===== src/rtl/adc_ctrl_pkg.sv =====
package adc_ctrl_pkg;

  parameter int unsigned ADC_RES_W = 16;
  parameter int unsigned ADC_CFG_W = 14;

  typedef enum logic [1:0] {
    ST_IDLE  = 2'd0,
    ST_CONV  = 2'd1,
    ST_LEAD  = 2'd2,
    ST_FRAME = 2'd3
  } ctrl_state_t;

  // Extends a raw code by one bit; the sign bit is copied only in two's-complement mode.
  function automatic logic [ADC_RES_W:0] widen_result(input logic [ADC_RES_W-1:0] raw,
                                                      input logic twos);
    widen_result = {twos & raw[ADC_RES_W-1], raw};
  endfunction

  // Number of bits needed to count 0..n inclusive.
  function automatic int unsigned cnt_width(input int unsigned n);
    cnt_width = (n < 2) ? 1 : $clog2(n + 1);
  endfunction

endpackage


===== src/rtl/adc_start_gate.sv =====
module adc_start_gate #(
  parameter int unsigned MIN_CYC = 400,
  parameter int unsigned CFG_W   = 14
) (
  input  logic             clk,
  input  logic             rst_n,
  input  logic             req_i,
  input  logic [CFG_W-1:0] cfg_i,
  input  logic             bip_i,
  input  logic             idle_i,
  output logic             launch_o,
  output logic [CFG_W-1:0] cfg_o,
  output logic             bip_o
);
  localparam int unsigned GW = adc_ctrl_pkg::cnt_width(MIN_CYC);

  logic [GW-1:0]    since_q;
  logic             pend_q;
  logic [CFG_W-1:0] cfg_q;
  logic             bip_q;
  logic             gap_met;

  assign gap_met  = (since_q >= GW'(MIN_CYC));
  assign launch_o = idle_i && gap_met && pend_q;
  assign cfg_o    = cfg_q;
  assign bip_o    = bip_q;

  // Spacing counter: cycles since the last launch, saturating at the limit.
  always_ff @(posedge clk) begin
    if (!rst_n) begin
      since_q <= GW'(MIN_CYC);
    end else if (launch_o) begin
      since_q <= GW'(1);
    end else if (!gap_met) begin
      since_q <= since_q + GW'(1);
    end
  end

  // Held request: the newest settings overwrite older ones until launch.
  always_ff @(posedge clk) begin
    if (!rst_n) begin
      pend_q <= 1'b0;
      cfg_q  <= '0;
      bip_q  <= 1'b0;
    end else if (req_i) begin
      pend_q <= 1'b1;
      cfg_q  <= cfg_i;
      bip_q  <= bip_i;
    end else if (launch_o) begin
      pend_q <= 1'b0;
    end
  end

  AST_PEND_KEEP: assert property (@(posedge clk) disable iff (!rst_n)
    (pend_q && !launch_o) |=> pend_q);
  AST_LAUNCH_SINGLE: assert property (@(posedge clk) disable iff (!rst_n)
    launch_o |=> !launch_o);

endmodule


===== src/rtl/adc_sck_gen.sv =====
module adc_sck_gen #(
  parameter int unsigned SCK_HALF = 1,
  parameter int unsigned NBITS    = 16
) (
  input  logic                     clk,
  input  logic                     rst_n,
  input  logic                     run_i,
  output logic                     sck_o,
  output logic                     fall_o,
  output logic                     last_o,
  output logic [$clog2(NBITS)-1:0] bit_o
);
  localparam int unsigned PW = adc_ctrl_pkg::cnt_width(2 * SCK_HALF - 1);
  localparam int unsigned BW = $clog2(NBITS);

  logic [PW-1:0] ph_q;
  logic [BW-1:0] bit_q;
  logic          sck_q;

  assign fall_o = run_i && (ph_q == PW'(2 * SCK_HALF - 1));
  assign last_o = fall_o && (bit_q == BW'(NBITS - 1));
  assign sck_o  = sck_q;
  assign bit_o  = bit_q;

  // Low half first, then high half; the period ends on the falling edge.
  always_ff @(posedge clk) begin
    if (!rst_n || !run_i) begin
      ph_q  <= '0;
      bit_q <= '0;
      sck_q <= 1'b0;
    end else if (fall_o) begin
      ph_q  <= '0;
      sck_q <= 1'b0;
      bit_q <= last_o ? '0 : bit_q + BW'(1);
    end else begin
      ph_q <= ph_q + PW'(1);
      if (ph_q == PW'(SCK_HALF - 1)) begin
        sck_q <= 1'b1;
      end
    end
  end

  AST_SCK_PARKED: assert property (@(posedge clk) disable iff (!rst_n)
    !run_i |=> !sck_o);

endmodule


===== src/rtl/adc_frame_shifter.sv =====
module adc_frame_shifter #(
  parameter int unsigned CFG_W = 14,
  parameter int unsigned RES_W = 16
) (
  input  logic             clk,
  input  logic             rst_n,
  input  logic             load_i,
  input  logic [CFG_W-1:0] cfg_i,
  input  logic             fall_i,
  input  logic             sdo_i,
  output logic             sdi_o,
  output logic [RES_W-1:0] rx_next_o
);
  logic [CFG_W-1:0] tx_q;
  logic [RES_W-1:0] rx_q;

  // Zeros fill from the bottom, so the tail of the frame drives low.
  always_ff @(posedge clk) begin
    if (!rst_n) begin
      tx_q <= '0;
    end else if (load_i) begin
      tx_q <= cfg_i;
    end else if (fall_i) begin
      tx_q <= {tx_q[CFG_W-2:0], 1'b0};
    end
  end

  always_ff @(posedge clk) begin
    if (!rst_n) begin
      rx_q <= '0;
    end else if (fall_i) begin
      rx_q <= rx_next_o;
    end
  end

  assign sdi_o     = tx_q[CFG_W-1];
  assign rx_next_o = {rx_q[RES_W-2:0], sdo_i};

endmodule


===== src/rtl/adc_conv_ctrl.sv =====
module adc_conv_ctrl
  import adc_ctrl_pkg::*;
#(
  parameter int unsigned CONV_CYC = 220,
  parameter int unsigned MIN_CYC  = 400,
  parameter int unsigned LEAD_CYC = 1,
  parameter int unsigned SCK_HALF = 1
) (
  input  logic                 clk,
  input  logic                 rst_n,
  input  logic                 start_i,
  input  logic [ADC_CFG_W-1:0] cfg_i,
  input  logic                 bipolar_i,
  output logic                 cnv_o,
  output logic                 sck_o,
  output logic                 sdi_o,
  input  logic                 sdo_i,
  output logic                 res_valid_o,
  output logic [ADC_RES_W-1:0] res_data_o,
  output logic [ADC_RES_W:0]   res_value_o,
  output logic [ADC_CFG_W-1:0] res_cfg_o
);
  localparam int unsigned CFG_W = ADC_CFG_W;
  localparam int unsigned RES_W = ADC_RES_W;
  localparam int unsigned TMAX  = (CONV_CYC > LEAD_CYC) ? CONV_CYC : LEAD_CYC;
  localparam int unsigned TW    = cnt_width(TMAX);
  localparam int unsigned BW    = $clog2(RES_W);

  ctrl_state_t      state_q;
  logic [TW-1:0]    tmr_q;
  logic             cnv_q;
  logic [CFG_W-1:0] cfg_act_q;
  logic             bip_act_q;
  logic             valid_q;
  logic [RES_W-1:0] data_q;
  logic [CFG_W-1:0] rcfg_q;
  logic             rbip_q;

  // Named internal events
  logic             launch;
  logic [CFG_W-1:0] gate_cfg;
  logic             gate_bip;
  logic             frame_run;
  logic             sck_fall;
  logic             frame_last;
  logic [BW-1:0]    bit_idx;
  logic [RES_W-1:0] rx_next;

  adc_start_gate #(.MIN_CYC(MIN_CYC), .CFG_W(CFG_W)) u_gate (
    .clk      (clk),
    .rst_n    (rst_n),
    .req_i    (start_i),
    .cfg_i    (cfg_i),
    .bip_i    (bipolar_i),
    .idle_i   (state_q == ST_IDLE),
    .launch_o (launch),
    .cfg_o    (gate_cfg),
    .bip_o    (gate_bip)
  );

  assign frame_run = (state_q == ST_FRAME);

  adc_sck_gen #(.SCK_HALF(SCK_HALF), .NBITS(RES_W)) u_sck (
    .clk    (clk),
    .rst_n  (rst_n),
    .run_i  (frame_run),
    .sck_o  (sck_o),
    .fall_o (sck_fall),
    .last_o (frame_last),
    .bit_o  (bit_idx)
  );

  adc_frame_shifter #(.CFG_W(CFG_W), .RES_W(RES_W)) u_shift (
    .clk       (clk),
    .rst_n     (rst_n),
    .load_i    (launch),
    .cfg_i     (gate_cfg),
    .fall_i    (sck_fall),
    .sdo_i     (sdo_i),
    .sdi_o     (sdi_o),
    .rx_next_o (rx_next)
  );

  always_ff @(posedge clk) begin
    if (!rst_n) begin
      state_q   <= ST_IDLE;
      tmr_q     <= '0;
      cnv_q     <= 1'b0;
      cfg_act_q <= '0;
      bip_act_q <= 1'b0;
      valid_q   <= 1'b0;
      data_q    <= '0;
      rcfg_q    <= '0;
      rbip_q    <= 1'b0;
    end else begin
      valid_q <= 1'b0;
      unique case (state_q)
        ST_IDLE: begin
          if (launch) begin
            state_q   <= ST_CONV;
            cnv_q     <= 1'b1;
            tmr_q     <= '0;
            cfg_act_q <= gate_cfg;
            bip_act_q <= gate_bip;
          end
        end
        ST_CONV: begin
          if (tmr_q == TW'(CONV_CYC - 1)) begin
            state_q <= ST_LEAD;
            cnv_q   <= 1'b0;
            tmr_q   <= '0;
          end else begin
            tmr_q <= tmr_q + TW'(1);
          end
        end
        ST_LEAD: begin
          if (tmr_q == TW'(LEAD_CYC - 1)) begin
            state_q <= ST_FRAME;
            tmr_q   <= '0;
          end else begin
            tmr_q <= tmr_q + TW'(1);
          end
        end
        ST_FRAME: begin
          if (frame_last) begin
            state_q <= ST_IDLE;
            valid_q <= 1'b1;
            data_q  <= rx_next;
            rcfg_q  <= cfg_act_q;
            rbip_q  <= bip_act_q;
          end
        end
        default: state_q <= ST_IDLE;
      endcase
    end
  end

  assign cnv_o       = cnv_q;
  assign res_valid_o = valid_q;
  assign res_data_o  = data_q;
  assign res_cfg_o   = rcfg_q;
  assign res_value_o = widen_result(data_q, rbip_q);

  AST_CNV_NO_SCK: assert property (@(posedge clk) disable iff (!rst_n)
    cnv_o |-> !sck_o);
  AST_CNV_HOLD: assert property (@(posedge clk) disable iff (!rst_n)
    (state_q == ST_CONV) |-> cnv_o);
  AST_VALID_ONE: assert property (@(posedge clk) disable iff (!rst_n)
    res_valid_o |=> !res_valid_o);
  AST_TAIL_LOW: assert property (@(posedge clk) disable iff (!rst_n)
    (sck_o && (bit_idx >= BW'(CFG_W))) |-> !sdi_o);

endmodule


===== config.mk =====
export PLATFORM = sky130hd
export DESIGN_NAME = adc_conv_ctrl
export DESIGN_NICKNAME = d
export VERILOG_FILES = /design/src/rtl/adc_ctrl_pkg.sv /design/src/rtl/adc_start_gate.sv /design/src/rtl/adc_sck_gen.sv /design/src/rtl/adc_frame_shifter.sv /design/src/rtl/adc_conv_ctrl.sv
export SDC_FILE = /design/constraint.sdc
export NUM_CORES = 1
export LEC_CHECK = 0
export CAP_MARGIN = 20
export CORE_AREA = 2 2 114 116
export DETAILED_ROUTE_END_ITERATION = 8
export DIE_AREA = 0 0 116 118
export PLACE_DENSITY_LB_ADDON = 0.08
export SLEW_MARGIN = 20
export SYNTH_ARGS = -nofsm -noshare
export SYNTH_HDL_FRONTEND = slang
export SYNTH_SLANG_ARGS = --single-unit

===== constraint.sdc =====
create_clock -name clk -period 2.3 [get_ports clk]
set_input_delay 0.345 -clock clk [delete_from_list [all_inputs] [get_ports clk]]
set_output_delay 0.345 -clock clk [all_outputs]
set_load 0.01 [all_outputs]

==> impl_results.md, run 1 <==
- Status: finished, final reports clean
- Register area share after synthesis: 0.487
- XOR/XNOR Fraction of Synth Area: 0.00723
- Post-layout min period: 1970 ps
- Post-CTS Setup Repair Bufs: 0
- Max Slew Vio Count: 0
- Cell count after placement: 769
- Critical Path RT: 2640 ps
- Mux contribution to synthesized area: 0.0674
- Most common cell after layout, fill and taps aside: nand2_1
- Final WL: 10400 µm
- Clock Path Buffers: 2
- Die area: 13700 µm²
- Slew margin rel.: 0.547
- Worst-Margin Slew: 675 ps
- Synth Area in Compound Gates: 0.153
- Hold Violations, Final: 0
- # DRC: 0
- Worst EP arrival: 2310 ps
- Grt total ovfl: 0
- Max incr delay on CP: 490 ps
- Routed vias/inst: 4.91
- Worst hold path type: reg2reg
- Post-Synthesis Cell Area: 4850 µm²
- Synthesized area per cell: 8.56 µm²
- Synth cell types: 49
- Post-Synth Simple-Gate Area: 0.188
- Clock-pin slew on the worst setup and hold paths: 50 ps
- Maximum VDD drop: 0.000474 V
- EDFF count, synth: 0
- Crit-path max FO: 10
- N_diodes: 0
- DIE WIDTH: 116 µm
- Num CTS Buffers: 17
- Syn Nets: 595
- Kind of critical path: reg2reg
- CP cell instances: ha_1, nand3_1, o41a_1, a2111oi_4, mux2i_1
- First-pass GRT wire length: 17600 µm
- Post-Syn Instances: 566
- Buffers & Inverters on Critical Path: 0
- Seq cells post-synth: 118
- Num ports: 70
- Root buffer cell: clkbuf_16
- Worst setup SP type: flip-flop
- Initial antenna violation count: 0
- Final HPWL DP: 7000 µm
- Wire per inst: 13.0 µm
- Clock Sinks: 118
- TritonRoute pass-1 iters: 4
- Gpl congestion: 0.802
- Setup_tns: 0 ps
- P per Cell Area: 937 nW/µm²
- H-tree depth: 4
- DRT iter0 DRCs: 193
- Row cnt: 41
- Clock Skews: 7.93 ps
- Synth warnings: 0
- CTS tree: yes
- Setup WS post-layout: 325 ps
- Count of final setup violators: 0
- Post-place setup slack: 354 ps
- Final non-filler cell total: 801
- Post-Synth Adder-Cell Area: 0.0258
- Vias: 3930
- Cts repair resizes: 0
- Clock Latency Late Sink: 420 ps
- Vias in the first global route: 3702
- Largest family of logic cells by synthesized area: simple AND/OR/NAND/NOR gates
- Commonest cells after routing, fill and taps aside: 157 x nand2_1, 118 x dfxtp_1, 83 x a21oi_1
- Chip Height: 118 µm
- Worst path top cell family by delay: compound AO/OA/AOI/OAI gates
- IO Port Bufs: 69
- Largest net degree at the start of global routing: 48
- Fmax: 506 MHz
- CP max stage cell: o41a_1
- Top FF cell, synth: dfxtp_1
- Hold buffers post-CTS: 0
- Async set-reset flop share out of synthesis: 0
- Post-route ant nets: 0
- Crit path capture type: flip-flop
- RSZ-0062 raised after global routing: false
- Leak: 2.21 nW
- Area Growth Syn to Fin: 27.6%
- Starting Density: 0.390
- Core area: 12400 µm²
- Fraction of layout cells with a size suffix above 1: 0.105
- Gr usage total: 0.163
- MaxCap Viol Count: 0
- Final Net Count: 645
- Tcrit/Tclk final: 0.859
-- through the flow --
step	hold slack (ps)	area, µm²	utilization	power [mW]
after floorplan	431	4850	-	2.92
after global placement	445	5570	0.449	3.12
after detailed placement	447	5570	0.449	3.13
after CTS	452	6180	0.498	5.85
after global routing	470	6180	0.498	6.06
final	450	6180	0.498	5.79
-- kinds of logic after synthesis --
family                   count (synthesis)
AO/OA/AOI/OAI                          123
XOR/XNOR                                 4
adder cells (fa/ha/maj)                 10
buffers and inverters                   61
flip-flops                             118
multiplexers                            31
AND/OR/NAND/NOR                        219
-- sequential cells by signal (all words and copies together), names as in the netlist, 2 cells and up --
| signal | cells |
|---|---|
| u_gate.since_q | 9 |
| u_sck.bit_o | 4 |
| u_shift.tx_q | 14 |
| res_data_o | 16 |
| res_cfg_o | 14 |
| state_q | 2 |
| tmr_q | 8 |
| cfg_act_q | 14 |
| u_shift.rx_q | 15 |
| u_gate.cfg_o | 14 |
-- where the power goes --
group | total, mW | leakage (nW) | switching, mW | internal (mW)
Sequential | 2.25 | 0.956 | 0.0872 | 2.16
Combinational | 0.837 | 0.954 | 0.515 | 0.321
Clock | 2.71 | 0.303 | 0.903 | 1.81
Total | 5.79 | 2.21 | 1.51 | 4.29
-- metal layers --
layer  routed length, µm  GRT usage  vias to the layer above  share of wire
li1                    -          -                     2014              -
met1                5130      0.223                     1801           0.49
met2                4490      0.235                       96           0.43
met3                 528     0.0417                       19          0.051
met4                 238     0.0811                        0          0.023
met5                   0          0                        -              0
-- worst reg2reg max path: stages (launching register included) --
cell and delay [ps]:
dfxtp_1 410, ha_1 250, nand3_1 100, o41a_1 490, a2111oi_4 440, mux2i_1 220
-- worst paths after layout --
path / from / end / slack (ps) / cells past startpoint
worst max-delay path: tmr_q[1]$_SDFFE_PN0P_ / state_q[1]$_SDFFE_PN0P_ / 330 / 5
worst min-delay path: cfg_act_q[0]$_SDFFE_PN0P_ / res_cfg_o[0]$_SDFFE_PN0P_ / 450 / 2
worst min register to register: cfg_act_q[0]$_SDFFE_PN0P_ / res_cfg_o[0]$_SDFFE_PN0P_ / 450 / 2
worst max register to register: tmr_q[1]$_SDFFE_PN0P_ / state_q[1]$_SDFFE_PN0P_ / 330 / 5
-- cell type report --
type                       instances  area (µm²)
fill                            1256        6230
clock buffer                      23         488
tap                              172         215
inverter                           9        33.8
multi-input combinational        387        2140
timing repair buffer              83         821
clock inverter                     9         123
sequential                       118        2360
-- Yosys cell counts, types with 4 or more instances --
library cell | instances | area share
a21oi_1 | 83 | 0.086
a31oi_1 | 5 | 0.0065
and2_1 | 4 | 0.0052
buf_2 | 8 | 0.0083
buf_4 | 16 | 0.025
clkbuf_1 | 21 | 0.016
dfxtp_1 | 118 | 0.49
ha_1 | 10 | 0.026
inv_1 | 8 | 0.0062
mux2_2 | 13 | 0.030
mux2i_1 | 18 | 0.037
nand2_1 | 157 | 0.12
nand3_1 | 9 | 0.0093
nor2_1 | 28 | 0.022
nor3_1 | 4 | 0.0041
o2111ai_1 | 8 | 0.014
o21ai_0 | 7 | 0.0072
xor2_1 | 4 | 0.0072
Note: power is estimated with default switching activity, not from simulation.
==> run 2, diff against run 1 <==
--- a/config.mk
+++ b/config.mk
@@ -6,9 +6,11 @@
 export NUM_CORES = 1
 export LEC_CHECK = 0
 export CAP_MARGIN = 20
-export CORE_AREA = 2 2 114 116
+export CELL_PAD_IN_SITES_DETAIL_PLACEMENT = 2
+export CELL_PAD_IN_SITES_GLOBAL_PLACEMENT = 2
+export CORE_AREA = 2 2 127 129
 export DETAILED_ROUTE_END_ITERATION = 8
-export DIE_AREA = 0 0 116 118
+export DIE_AREA = 0 0 129 131
 export PLACE_DENSITY_LB_ADDON = 0.08
 export SLEW_MARGIN = 20
 export SYNTH_ARGS = -nofsm -noshare
==> run 2 against run 1 <==
- combinational power grew 6.7%
- non-clock buffer count grew 3
- sequential power is essentially flat
- total power shrank 0.91%
- sequential share of layout area shrank 0.35 points
- final area grew 0.93%
- cell count grew 5.9%
==> impl_results.md, run 2 (same netlist as run 1, synthesis figures left out) <==
- Max reg flops: 16 (unchanged)
- Initial antenna violation count: 0 (unchanged)
- End-of-flow core utilization: 0.400 (-0.0980)
- Largest net degree at the start of global routing: 51 (+6.3%)
- Root buffer cell: clkbuf_16
- Setup_tns: 0 ps (unchanged)
- Post-route ant nets: 0 (unchanged)
- Crit-path max FO: 10 (unchanged)
- Gr usage total: 0.166 (+0.00379)
- Status: finished, final reports clean
- Final non-filler cell total: 848 (+5.9%)
- Final HPWL DP: 9140 µm (+31%)
- Worst EP arrival: 2380 ps (+70 ps)
- Most common cell after layout, fill and taps aside: nand2_1
- N_diodes: 0 (unchanged)
- # DRC: 0 (unchanged)
- Post-layout min period: 2050 ps (+70.4 ps)
- Chip Height: 131 µm (+11%)
- Placed Area: 5660 µm² (+1.6%)
- Row cnt: 46 (+12%)
- Clock Sinks: 118 (unchanged)
- Vias: 4094 (+4.2%)
- Maximum VDD drop: 0.000486 V (+2.5%)
- Vias in the first global route: 4304 (+16%)
- Area Growth Syn to Fin: 28.8%
- CTS tree: yes
- Max Slew Vio Count: 0 (unchanged)
- Cts repair resizes: 0 (unchanged)
- Starting Density: 0.311 (-0.0797)
- IO Port Bufs: 69 (unchanged)
- Grt total ovfl: 0 (unchanged)
- Fmax: 489 MHz (-3.4%)
- Critical Path RT: 2630 ps (about the same)
- MaxCap Viol Count: 0 (unchanged)
- Final Net Count: 648 (+0.47%)
- Clock-pin slew on the worst setup and hold paths: 60 ps (about the same)
- Slew margin rel.: 0.563 (+0.0158)
- Kind of critical path: reg2reg
- Hold buffers post-CTS: 0 (unchanged)
- First-pass GRT wire length: 21800 µm (+24%)
- Worst hold path type: reg2reg
- Tcrit/Tclk final: 0.889 (+0.0306)
- Cell count after placement: 816 (+6.1%)
- DRT iter0 DRCs: 133 (-31%)
- Final WL: 13100 µm (+27%)
- Worst-Margin Slew: 651 ps (-23.6 ps)
- Commonest cells after routing, fill and taps aside: 157 x nand2_1, 118 x dfxtp_1, 83 x a21oi_1
- Count of final setup violators: 0 (unchanged)
- Leak: 2.21 nW (-0.15%)
- Clock Skews: 7.02 ps (-0.912 ps)
- Post-CTS Setup Repair Bufs: 0 (unchanged)
- TritonRoute pass-1 iters: 4 (unchanged)
- Clock Path Buffers: 2 (unchanged)
- Clock Latency Late Sink: 420 ps (about the same)
- RSZ-0062 raised after global routing: false
- Max incr delay on CP: 500 ps (about the same)
- Final Cell Area: 6240 µm² (+0.93%)
- Worst setup SP type: flip-flop
- DIE WIDTH: 129 µm (+11%)
- Num ports: 70 (unchanged)
- Total power: 5.74 mW (-0.91%)
- Routed vias/inst: 4.83 (-1.6%)
- CP cell instances: ha_1, nand3_1, o41a_1, a2111oi_4, mux2i_1
- H-tree depth: 4 (unchanged)
- Hold Violations, Final: 0 (unchanged)
- Die area: 16900 µm² (+23%)
- Crit path capture type: flip-flop
- Wire per inst: 15.5 µm (+20%)
- Core area: 15600 µm² (+26%)
- CP max stage cell: o41a_1
- Num CTS Buffers: 17 (unchanged)
- Gpl congestion: 0.762 (-5.0%)
- P per Cell Area: 919 nW/µm² (-1.8%)
- Fraction of layout cells with a size suffix above 1: 0.108 (+0.00267)
run 2: changes by cell type in the layout (fill, tap and decap cells not counted):
cell        previous run  this run
buf_12                 2         3
bufinv_16              3         2
clkbuf_1               2         3
clkbuf_8               4         3
buf_4                 12        14
clkinvlp_4             1         2
run 2: where the power goes:
part	internal [mW]	leakage, nW	switching (mW)
clock	1.67	0.283	0.929
combinational	0.334	0.970	0.559
sequential	2.16	0.956	0.0909
run 2: critical path: cells and delay by family, from the launching register on:
kind / cells / cell delay [ps]
AOI/OAI and AO/OA: 2 / 940
DFF: 1 / 400
adders and majority gates: 1 / 250
and+or+nand+nor: 1 / 120
muxes: 1 / 250
run 2: per-stage QoR:
stage	worst slack, ps	hold slack [ps]
after detailed placement	282	452
final	255	454
after global placement	428	444
after global routing	116	477
after floorplan	546	431
after CTS	254	461
run 2: final timing paths:
| path | start | endpoint | slack [ps] | depth (start not counted) |
|---|---|---|---|---|
| min reg2reg | res_cfg_o[11]$_SDFFE_PN0P_ | res_cfg_o[11]$_SDFFE_PN0P_ | 450 | 2 |
| max | tmr_q[1]$_SDFFE_PN0P_ | state_q[0]$_SDFFE_PN0P_ | 250 | 5 |
| min | res_cfg_o[11]$_SDFFE_PN0P_ | res_cfg_o[11]$_SDFFE_PN0P_ | 450 | 2 |
| max reg2reg | tmr_q[1]$_SDFFE_PN0P_ | state_q[0]$_SDFFE_PN0P_ | 250 | 5 |
run 2: final cells by class:
class                      instances  area, µm²
clock buffer                      23        478
clock inverter                     9        100
fill                            1731       9360
inverter                           9       33.8
multi-input combinational        387       2140
sequential                       118       2360
tap                              216        270
timing repair buffer              86        856
run 2: routing by layer:
metal / GRT usage / routed length (µm)
met5: 0 / 0
met4: 0.0761 / 262
met3: 0.0366 / 449
met2: 0.277 / 6120
met1: 0.207 / 6310
